`config.mk`:
```
export PLATFORM = sky130hd
export DESIGN_NAME = int_exec_unit
export DESIGN_NICKNAME = d
export VERILOG_FILES = /design/src/rtl/xu_pkg.sv /design/src/rtl/xu_operand_sel.sv /design/src/rtl/xu_arith.sv /design/src/rtl/int_exec_unit.sv
export SDC_FILE = /design/constraint.sdc
export NUM_CORES = 1
export LEC_CHECK = 0
export BUFFER_PORTS_ARGS = -buffer_cell sky130_fd_sc_hd__buf_2
export CORE_MARGIN = 2
export CORE_UTILIZATION = 25
export CTS_BUF_LIST = sky130_fd_sc_hd__clkbuf_8
export CTS_CLUSTER_DIAMETER = 60
export DETAILED_ROUTE_END_ITERATION = 8
export SLEW_MARGIN = 10
export SYNTH_ARGS = -nofsm -noshare
export SYNTH_HDL_FRONTEND = slang
export SYNTH_HIERARCHICAL = 1
export SYNTH_SLANG_ARGS = --single-unit
```
`constraint.sdc`:
```
create_clock -name clk -period 4.84 [get_ports clk]
set_input_delay 0.726 -clock clk [delete_from_list [all_inputs] [get_ports clk]]
set_output_delay 0.726 -clock clk [all_outputs]
set_load 0.01 [all_outputs]
```
`src/rtl/xu_pkg.sv`:
```
package xu_pkg;
  typedef enum logic [2:0] {
    OP_ADD_TRAP = 3'd0,
    OP_ADD_WRAP = 3'd1,
    OP_AND      = 3'd2,
    OP_SUB      = 3'd3,
    OP_ABS      = 3'd4
  } xu_op_e;

  localparam int unsigned OP_W     = 3;
  localparam int unsigned OP_LAST  = 4;
endpackage

```
`src/rtl/xu_operand_sel.sv`:
```
module xu_operand_sel
  import xu_pkg::*;
#(
  parameter int unsigned DATA_W = 32,
  parameter int unsigned IMM_W  = 16
) (
  input  logic [OP_W-1:0]   op_i,
  input  logic              use_imm_i,
  input  logic [DATA_W-1:0] reg_b_i,
  input  logic [IMM_W-1:0]  imm_i,
  output logic [DATA_W-1:0] opnd_b_o
);
  localparam int unsigned EXT_W = DATA_W - IMM_W;

  logic              is_logic_op;
  logic [EXT_W-1:0]  ext_bits;

  // logic immediates are zero-extended, arithmetic ones sign-extended
  assign is_logic_op = (op_i == OP_W'(OP_AND));
  assign ext_bits    = is_logic_op ? '0 : {EXT_W{imm_i[IMM_W-1]}};

  always_comb begin
    if (use_imm_i) opnd_b_o = {ext_bits, imm_i};
    else           opnd_b_o = reg_b_i;
  end
endmodule

```
`src/rtl/xu_arith.sv`:
```
module xu_arith
  import xu_pkg::*;
#(
  parameter int unsigned DATA_W = 32
) (
  input  logic [OP_W-1:0]   op_i,
  input  logic [DATA_W-1:0] a_i,
  input  logic [DATA_W-1:0] b_i,
  output logic [DATA_W-1:0] res_o,
  output logic              known_o,
  output logic              trap_o
);
  localparam int unsigned MSB = DATA_W - 1;

  logic [DATA_W-1:0] sum;
  logic [DATA_W-1:0] diff;
  logic [DATA_W-1:0] negated;
  logic              sum_sovf;

  assign sum      = a_i + b_i;
  assign diff     = a_i - b_i;
  assign negated  = '0 - a_i;
  assign sum_sovf = (a_i[MSB] == b_i[MSB]) && (sum[MSB] != a_i[MSB]);

  always_comb begin
    res_o   = '0;
    known_o = 1'b1;
    trap_o  = 1'b0;
    unique case (op_i)
      OP_W'(OP_ADD_TRAP): begin
        res_o  = sum;
        trap_o = sum_sovf;
      end
      OP_W'(OP_ADD_WRAP): res_o = sum;
      OP_W'(OP_AND):      res_o = a_i & b_i;
      OP_W'(OP_SUB):      res_o = diff;
      OP_W'(OP_ABS):      res_o = a_i[MSB] ? negated : a_i;
      default:            known_o = 1'b0;
    endcase
  end
endmodule

```
`src/rtl/int_exec_unit.sv`:
```
module int_exec_unit
  import xu_pkg::*;
#(
  parameter int unsigned DATA_W = 32,
  parameter int unsigned IMM_W  = 16
) (
  input  logic              clk,
  input  logic              rst,
  input  logic              in_valid,
  input  logic [2:0]        op_sel,
  input  logic              use_imm,
  input  logic [DATA_W-1:0] src_a,
  input  logic [DATA_W-1:0] src_b,
  input  logic [IMM_W-1:0]  imm,
  output logic [DATA_W-1:0] res_q,
  output logic              wr_en_q,
  output logic              ovf_q
);
  localparam int unsigned MSB = DATA_W - 1;

  logic [DATA_W-1:0] opnd_b;
  logic [DATA_W-1:0] alu_res;
  logic              alu_known;
  logic              alu_trap;

  xu_operand_sel #(.DATA_W(DATA_W), .IMM_W(IMM_W)) u_opsel (
    .op_i      (op_sel),
    .use_imm_i (use_imm),
    .reg_b_i   (src_b),
    .imm_i     (imm),
    .opnd_b_o  (opnd_b)
  );

  xu_arith #(.DATA_W(DATA_W)) u_arith (
    .op_i    (op_sel),
    .a_i     (src_a),
    .b_i     (opnd_b),
    .res_o   (alu_res),
    .known_o (alu_known),
    .trap_o  (alu_trap)
  );

  always_ff @(posedge clk) begin
    if (rst) begin
      res_q   <= '0;
      wr_en_q <= 1'b0;
      ovf_q   <= 1'b0;
    end else begin
      wr_en_q <= in_valid && alu_known && !alu_trap;
      ovf_q   <= in_valid && alu_trap;
      if (in_valid && alu_known) res_q <= alu_res;
    end
  end

  // an exception never accompanies a register write
  p_no_write_on_ovf_r3: assert property (@(posedge clk) disable iff (rst)
    ovf_q |-> !wr_en_q);

  // only the trapping add may raise the exception
  p_ovf_only_trap_r4: assert property (@(posedge clk) disable iff (rst)
    ovf_q |-> ($past(in_valid) && $past(op_sel) == OP_W'(OP_ADD_TRAP)));

  // quiet cycle: no write, no exception, result held
  p_idle_quiet_r10: assert property (@(posedge clk) disable iff (rst)
    !in_valid |=> (!wr_en_q && !ovf_q));
  p_idle_hold_r10: assert property (@(posedge clk) disable iff (rst)
    !in_valid |=> $stable(res_q));

  // absolute value is non-negative except for the most negative input
  p_abs_nonneg_r8: assert property (@(posedge clk) disable iff (rst)
    (in_valid && op_sel == OP_W'(OP_ABS) && src_a != {1'b1, {MSB{1'b0}}})
      |=> !res_q[MSB]);

  // subtraction never traps
  p_sub_no_trap_r7: assert property (@(posedge clk) disable iff (rst)
    (in_valid && op_sel == OP_W'(OP_SUB)) |=> (!ovf_q && wr_en_q));
endmodule

```
# Word-level counts from Yosys, hierarchy flattened
# Cells that the tools add are included.
# totals
regBits	34
wordCells	27
# op_classes
add_sub_neg	3
eq_ne	6
mux	6
n_bitwise	1
n_reduce_logical	8
# op_table
op	n
$pmux W32 S4	1
$mux W32	2
$add A32 B32 Y32	1
$and A32 B32 Y32	1
$sub A1 B32 Y32 const A	1
$sub A32 B32 Y32	1
$mux W16	1
$eq A3 B2 Y1 const B	2
$reduce_or A5 Y1	1
$logic_and A1 B1 Y1	4
$eq A3 B1 Y1 const B	1
$eq A3 B3 Y1 const B	1
$logic_not A3 Y1	1
$mux W1	2
$reduce_or A2 Y1	1
$eq A1 B1 Y1	1
$logic_not A1 Y1	1
$ne A1 B1 Y1	1

# Logic depth before layout (Yosys ltp)
# Gate-level depths: netlist of the first run.
# depth
ltp_word	9
depth_mapped	20
depth_no_buf	16

# By module
# Netlist of the first run, hierarchy kept.
# by_module_without_submodules
mod	n_inst	cells_per_inst	area_per_inst_um2	seq_area_each_um2
xu_arith	1	712	4710.8	0.0
int_exec_unit	1	152	1488.9	680.7
xu_operand_sel	1	58	449.2	0.0

# Least setup slack after synthesis of the first run
# No wires, ideal clock.
# synth_path
path_type	input-to-reg
startpoint	input port use_imm
endpoint	register res_q[29]
setup_time_ns	0.070
arrival_ns	4.077
required_time_ns	4.770
path_slack_ns	0.692
stages	19
n_path_buf	3
cell_sequence	buf_6 > and4bb_1 > buf_6 > nor3_1 > inv_1 > ha_1 > clkbuf_1 > and3_1 > nor2b_1 > o31a_1 > or4_1 > o211ai_1 > nand2_1 > a2111oi_0 > nor4_1 > o41a_1 > o22ai_1 > nand3_1 > a21oi_1
# synth_via
elab_chain_cells	3
# synth_rtl
item	line	text
start: declaration	int_exec_unit.sv:11	input logic use_imm,
$mux W32 *	xu_operand_sel.sv:23	if (use_imm_i) opnd_b_o = {ext_bits, imm_i};
net opnd_b[16]	int_exec_unit.sv:21	logic [DATA_W-1:0] opnd_b;
$sub A32 B32 Y32 / $add A32 B32 Y32 (equally long branches)	xu_arith.sv:21, xu_arith.sv:20	
$pmux W32 S4 *	xu_arith.sv:29	unique case (op_i)
net alu_res[29]	int_exec_unit.sv:22	logic [DATA_W-1:0] alu_res;
end signal: assignment	int_exec_unit.sv:51	if (in_valid && alu_known) res_q <= alu_res;
end: declaration	int_exec_unit.sv:15	output logic [DATA_W-1:0] res_q,
# The timed path passes the listed nets; every way through them passes the cells marked *.
# A chain may end at the register's enable or synchronous reset.

# Worst setup path in the final report of the first run
# layout_path
startpoint	input port use_imm
endpoint	register res_q[30]
# Same word-level chain as after synthesis.

==> results.md, run 1 <==
- Run status: complete, no violations
- Total power: roughly 1.5 mW
- Root buf cell: clkbuf_8
- Fill count: roughly 2.9k
- Dpl cells: about 1.4k
- Starting Density: 0.255
- Leakage: about 3.3 nW
- Mean post-synth cell area: slightly above 7 um^2
- Synthesized cell area: 0.00665 mm^2
- Post-synth ARST share: 0
- Placer Congestion: slightly above 0.9
- Top Ports: around 120
- Worst rel slew slack: 0.372
- Reg-to-reg slack, setup: 4080 ps
- Die width: 167 um
- WL/cell: approximately 19 um
- Sequential share of the synthesized area: 0.102
- Post-Route WL: ~25000 um
- Max Cap Viol: 0
- Distinct cells, synth: 79
- CTS sink cnt: 34
- Syn-to-layout area delta: 17.1%
- Share of cells above drive strength 1: 0.225
- Total setup buffers inserted after CTS: 0
- CTS Buffer Depth: 2
- Total placed instance area: 0.00767 mm^2
- Worst setup margin: 426 ps
- Syn Nets: roughly 1.1k
- Nature of the critical path endpoint: flip-flop
- CTS tree: yes
- Worst vdd ir: a little over 0.09 mV
- Worst min path class: flip-flop to flip-flop
- Arrival @ worst endpoint: 4640 ps
- Die Span Y: between 150 and 200 um
- FP Rows: 59
- Setup TNS: 0 ps
- Seq cells post-synth: 34
- Yosys warns: 6
- H-tree depth: 2
- CP required: just over 5000 ps
- Final Cycle Share: 0.912
- Max Clk Rate: between 200 and 250 MHz
- # nets final: approximately 1.2k
- Post-DP HPWL: roughly 20000 um
- PwrDens: roughly 200 mW/mm^2
- DRC viols: 0
- Vias/cell: 5.52
- Pin count of the biggest net entering global routing: 67
- DRT Pass-1 Iters: 5
- Placement Setup Slack: -20.2 ps
- Total CTS buffers: 5
- Top FF cell, synth: dfxtp_1
- Final non-filler cell total: between 1k and 1.5k
- DIE AREA: about 0.028 mm^2
- RSZ-0062 raised after global routing: no
- Fin crit period: roughly 4400 ps
- Final ANT Viol Nets: 0
- Number of flops mapped to enable cells by yosys: 0
- Cells after synthesis: around 900
- Tightest Pin Transition: 941 ps
- Total global-route track usage: 0.176
- First-pass GRT wire length: just over 40000 um
- Initial antenna violation count: 0
- Worst-path fanout max: 13
- Total number of vias: around 7.5k
- Vias in the first global route: ~7.4k
- GRT overflow: 0
- Worst-skew pair later-pin latency: 290 ps
- Pins over their slew limit: 0
- Worst hold margin: roughly 570 ps
- Clock transition at path regs: around 80 ps
- Design Area, Final: roughly 0.0078 mm^2
- Final Hold Viols: 0
- First-iteration detailed-routing DRC count: ~630
- Worst Skew: 0 ps
- Setup violations, final: 0
- CORE AREA: around 0.026 mm^2
- Setup crit start kind: primary input
- Critical path class: primary input to flip-flop
- Number of port buffers: 120
- Core Util, Final: 0.299
==> state kept, by name, indices dropped and copies added, names as in the netlist <==
signal and cells:
res_q 32, wr_en_q 1, ovf_q 1
==> logic make-up (layout without fill, tap and decap cells) <==
kind of cell | count (synthesis) | count (layout) | share of synthesized area
AOI/OAI and AO/OA | 365 | 365 | 0.392
and+or+nand+nor | 272 | 272 | 0.210
buffers and inverters | 132 | 238 | 0.0918
adders and majority gates | 67 | 67 | 0.128
DFF | 34 | 34 | 0.102
xor gates and xnor gates | 31 | 31 | 0.0408
muxes | 21 | 21 | 0.0346
other | 0 | 1 | 0
==> layer usage <==
metal	wire, um	share of wire	GRT usage
met1	11000	0.44	0.229
met2	12000	0.47	0.304
met3	1570	0.062	0.0231
met4	728	0.029	0.0495
met5	0	0	0
==> final cells by class <==
| type | count | area [um^2] | share of cell area |
|---|---|---|---|
| clock inverter | 1 | 30.0 | 0.00386 |
| multi-input combinational | 756 | 5380 | 0.691 |
| sequential | 34 | 681 | 0.0874 |
| timing repair buffer | 164 | 943 | 0.121 |
| clock buffer | 6 | 82.6 | 0.0106 |
| antenna | 1 | 2.50 | 0.000321 |
| tap | 335 | 419 | 0.0538 |
| inverter | 67 | 251 | 0.0323 |
==> worst paths after layout <==
check	cells after the start	endpoint	from
max	18	res_q[30]$_SDFFE_PP0P_	use_imm
min	2	res_q[5]$_SDFFE_PP0P_	res_q[5]$_SDFFE_PP0P_
max reg2reg	2	res_q[20]$_SDFFE_PP0P_	res_q[20]$_SDFFE_PP0P_
min reg2reg	2	res_q[5]$_SDFFE_PP0P_	res_q[5]$_SDFFE_PP0P_
==> report_power, final <==
| part | switching, mW | internal, mW |
|---|---|---|
| sequential | 0.00886 | 0.300 |
| combinational | 0.565 | 0.392 |
| clock | 0.109 | 0.165 |
==> timing repair <==
action	CTS	global route
hold buffers	0	0
gates resized for setup	0	1
setup endpoints to repair	0	4
==> critical path, stage by stage <==
cell and delay (ps):
buf_2 330, mux2_2 420, ha_1 220, inv_1 80, fa_1 230, nor2_2 50
o311a_1 310, or4_4 420, a21o_1 200, a41oi_4 300, o21ai_2 130, buf_4 160
a41o_1 240, a211oi_1 260, a2111oi_0 110, a41oi_1 210, nand3_1 90, a21oi_1 160
==> cells in the mapped netlist, types with 20 or more instances <==
cell | n | share of area
a21bo_1 | 31 | 0.047
a21oi_1 | 88 | 0.066
clkbuf_1 | 32 | 0.018
dfxtp_1 | 34 | 0.10
ha_1 | 65 | 0.12
inv_1 | 67 | 0.038
nand2_1 | 44 | 0.025
nand3_1 | 40 | 0.030
nor2_1 | 78 | 0.044
nor3_1 | 25 | 0.019
o21ai_0 | 61 | 0.046
xnor2_1 | 20 | 0.026
==> cells in the final DEF (no fill, tap or decap), drive strengths merged, types with 5 or more instances in the layout <==
cell type    n
or4          9
o21bai      15
nor2b       13
inv         67
o21ai       64
clkbuf       6
a221o       11
o211ai       9
a41oi        6
o41ai        7
a21oi       94
mux2i        5
ha          65
nand2       44
nand2b      11
a21o        12
dfxtp       34
nand3       40
o31ai       17
or3          7
o221ai       9
mux2        16
xor2        11
a22oi       16
o221a        5
xnor2       20
and3         5
nand4        5
and2         5
buf        164
a31oi        7
a21bo       32
nor3        36
o22ai       15
or2          6
a221oi      18
nor2        79
Power figures use the tool's default switching activity.
==> run 2, diff against run 1 <==
--- a/config.mk
+++ b/config.mk
@@ -6,11 +6,13 @@
 export NUM_CORES = 1
 export LEC_CHECK = 0
 export BUFFER_PORTS_ARGS = -buffer_cell sky130_fd_sc_hd__buf_2
+export CAP_MARGIN = 20
 export CORE_MARGIN = 2
 export CORE_UTILIZATION = 25
 export CTS_BUF_LIST = sky130_fd_sc_hd__clkbuf_8
 export CTS_CLUSTER_DIAMETER = 60
 export DETAILED_ROUTE_END_ITERATION = 8
+export PLACE_DENSITY_LB_ADDON = 0.25
 export SLEW_MARGIN = 10
 export SYNTH_ARGS = -nofsm -noshare
 export SYNTH_HDL_FRONTEND = slang
==> run 2 against run 1 <==
- final cell count increased by 0.66%
- global-route usage increased by 0.59 points
- non-clock buffer count increased by 8
- total power increased by 1.0%
- flip-flop and latch count unchanged
- critical endpoint is now res_q[29]$_SDFFE_PP0P_
- largest power group unchanged
==> results.md, run 2 (synthesis results as in run 1) <==
- Tightest Pin Transition: 951 ps (+10.1 ps)
- Worst rel slew slack: 0.366 (-0.00671)
- Die width: 167 um (unchanged)
- Final non-filler cell total: 1373 (+0.66%)
- Vias/cell: 5.48 (-0.70%)
- Setup crit start kind: primary input
- Clock transition at path regs: 80 ps (about the same)
- CTS tree: yes
- Placement Setup Slack: -8.31 ps (+11.9 ps)
- Reg-to-Reg Start: res_q[28]$_SDFFE_PP0P_
- Number of flip-flops in the largest register: 32 (unchanged)
- CORE AREA: 0.0261 mm^2 (unchanged)
- Total CTS buffers: 5 (unchanged)
- GRT overflow: 0 (unchanged)
- WL/cell: 18.9 um (+2.0%)
- Initial antenna violation count: 0 (unchanged)
- FP Rows: 59 (unchanged)
- FF+latch area: 681 um^2 (unchanged)
- Critical path class: primary input to flip-flop
- First-iteration detailed-routing DRC count: 512 (-18%)
- DRT Pass-1 Iters: 5 (unchanged)
- Setup violations, final: 0 (unchanged)
- CTS sink cnt: 34 (unchanged)
- Top Ports: 121 (unchanged)
- Pins over their slew limit: 0 (unchanged)
- Crit path max-delay family: simple AND/OR/NAND/NOR gates
- Worst min path class: flip-flop to flip-flop
- Fin crit period: 4550 ps (+134 ps)
- Leakage: 3.34 nW (+0.86%)
- Share of cells above drive strength 1: 0.232 (+0.00769)
- Post-Route WL: 25900 um (+2.6%)
- H-tree depth: 2 (unchanged)
- Worst vdd ir: 0.127 mV (+37%)
- PwrDens: 198 mW/mm^2 (+0.30%)
- Buf+Inv Stages, Crit Path: 3 (unchanged)
- Pin count of the biggest net entering global routing: 67 (unchanged)
- CP required: 5060 ps (about the same)
- Fill count: 2951 (+2.3%)
- Total power: 1.56 mW (+1.0%)
- Most frequent cells in the layout: 120 x buf_2, 88 x a21oi_1, 77 x nor2_1
- RSZ-0062 raised after global routing: no
- Run status: complete, no violations
- Total number of vias: 7527 (-0.040%)
- CP peak stage delay: 450 ps (+30 ps)
- Slowest-stage cell, CP: a2111oi_0
- Max Clk Rate: 220 MHz (-2.9%)
- Placer Congestion: 0.880 (-4.6%)
- Setup TNS: 0 ps (unchanged)
- Post-DP HPWL: 20200 um (+2.3%)
- Multi-input logic area: 0.00539 mm^2 (+0.14%)
- Final Hold Viols: 0 (unchanged)
- Worst-path fanout max: 13 (unchanged)
- Top flop regs: res_q x32, ovf_q x1, wr_en_q x1
- Post-CTS Hold Buffers: 0 (unchanged)
- Vias in the first global route: 7501 (+1.2%)
- Dpl cells: 1364 (+0.59%)
- CTS Buffer Depth: 2 (unchanged)
- Worst-skew pair later-pin latency: 290 ps (about the same)
- Hold path depth: 2 (unchanged)
- Reg-to-reg endpoint: res_q[28]$_SDFFE_PP0P_
- Die Span Y: 167 um (unchanged)
- Nature of the critical path endpoint: flip-flop
- Total global-route track usage: 0.182 (+0.00586)
- Final Cycle Share: 0.940 (+0.0277)
- Worst Hold End: res_q[7]$_SDFFE_PP0P_
- Largest reg by FF count: res_q
- Number of port buffers: 120 (unchanged)
- First-pass GRT wire length: 41300 um (+2.6%)
- Reg-to-reg slack, setup: 4040 ps (-40 ps)
- Final ANT Viol Nets: 0 (unchanged)
- Worst Reg-to-Reg Cells: 2 (unchanged)
- DRC viols: 0 (unchanged)
- Arrival @ worst endpoint: 4760 ps (+120 ps)
- # resized after CTS: 0 (unchanged)
- Worst Skew: 0 ps (unchanged)
- DIE AREA: 0.0279 mm^2 (unchanged)
- Max Cap Viol: 0 (unchanged)
- Hold wc startpoint: res_q[7]$_SDFFE_PP0P_
- Root buf cell: clkbuf_8
- Syn-to-layout area delta: 18.0%
- Cells along the critical path: buf_2 > and4bb_1 > nor3_1 > inv_1 > ha_1 > buf_4 > and3_1 > nor2b_1 > o31a_1 > or4_1 > o211ai_1 > nand2_1 > a2111oi_0 > nor4_1 > o41a_1 > o22ai_1 > nand3_1 > a21oi_1
- Total setup buffers inserted after CTS: 0 (unchanged)
- Starting Density: 0.255 (unchanged)
- Worst setup margin: 292 ps (-134 ps)
- # nets final: 1190 (+0.68%)
- Most common cell after layout, fill and taps aside: buf_2
==> run 2: cell count changes in the layout (fill, tap and decap cells not counted), sizes merged <==
cell	delta
buf	+8
clkbuf	-1
clkinvlp	+2
==> run 2: worst max-delay path by stage <==
stage          startpoint                endpoint  slack [ps]  cells after the start
6_report          use_imm  res_q[29]$_SDFFE_PP0P_         290                     18
5_1_grt           use_imm  res_q[29]$_SDFFE_PP0P_         0.6                     18
4_1_cts           use_imm  res_q[29]$_SDFFE_PP0P_         260                     18
3_5_place_dp      use_imm  res_q[29]$_SDFFE_PP0P_          -8                     18
3_3_place_gp      use_imm  res_q[29]$_SDFFE_PP0P_          10                     18
2_1_floorplan     use_imm  res_q[29]$_SDFFE_PP0P_         690                     19
==> run 2: where the power goes <==
group | switching [mW] | total [mW] | internal, mW
Clock | 0.124 | 0.277 | 0.153
Sequential | 0.00907 | 0.309 | 0.300
Combinational | 0.573 | 0.969 | 0.395
==> run 2: final cells by class <==
| class | count | share of cell area |
|---|---|---|
| clock buffers | 5 | 0.00877 |
| multi-input cells | 756 | 0.687 |
| clock inverters | 3 | 0.00574 |
| well taps | 335 | 0.0534 |
| flip-flops and latches | 34 | 0.0868 |
| inverters | 67 | 0.0321 |
| diodes | 1 | 0.000319 |
| repair buffers | 172 | 0.126 |
==> run 2: worst min-delay path, cell delays in order (launching register included) <==
cell	delay, ps
dfxtp_1	310
a21bo_1	170
a21oi_1	50
==> run 2: through the flow <==
step                      area, um^2   util  hold WS (ps)
after CTS                       7840  0.301           574
final                           7850  0.301           572
after floorplan                 6650      -           592
after global placement          7730  0.297           558
after detailed placement        7730  0.297           558
after global routing            7840  0.301           589
==> run 2: routing by layer <==
metal	GRT usage	vias up	part of all wire
met4	0.0367	0	0.022
met1	0.239	3597	0.44
met5	0	-	0
li1	-	3651	-
met3	0.0190	27	0.052
met2	0.321	252	0.48
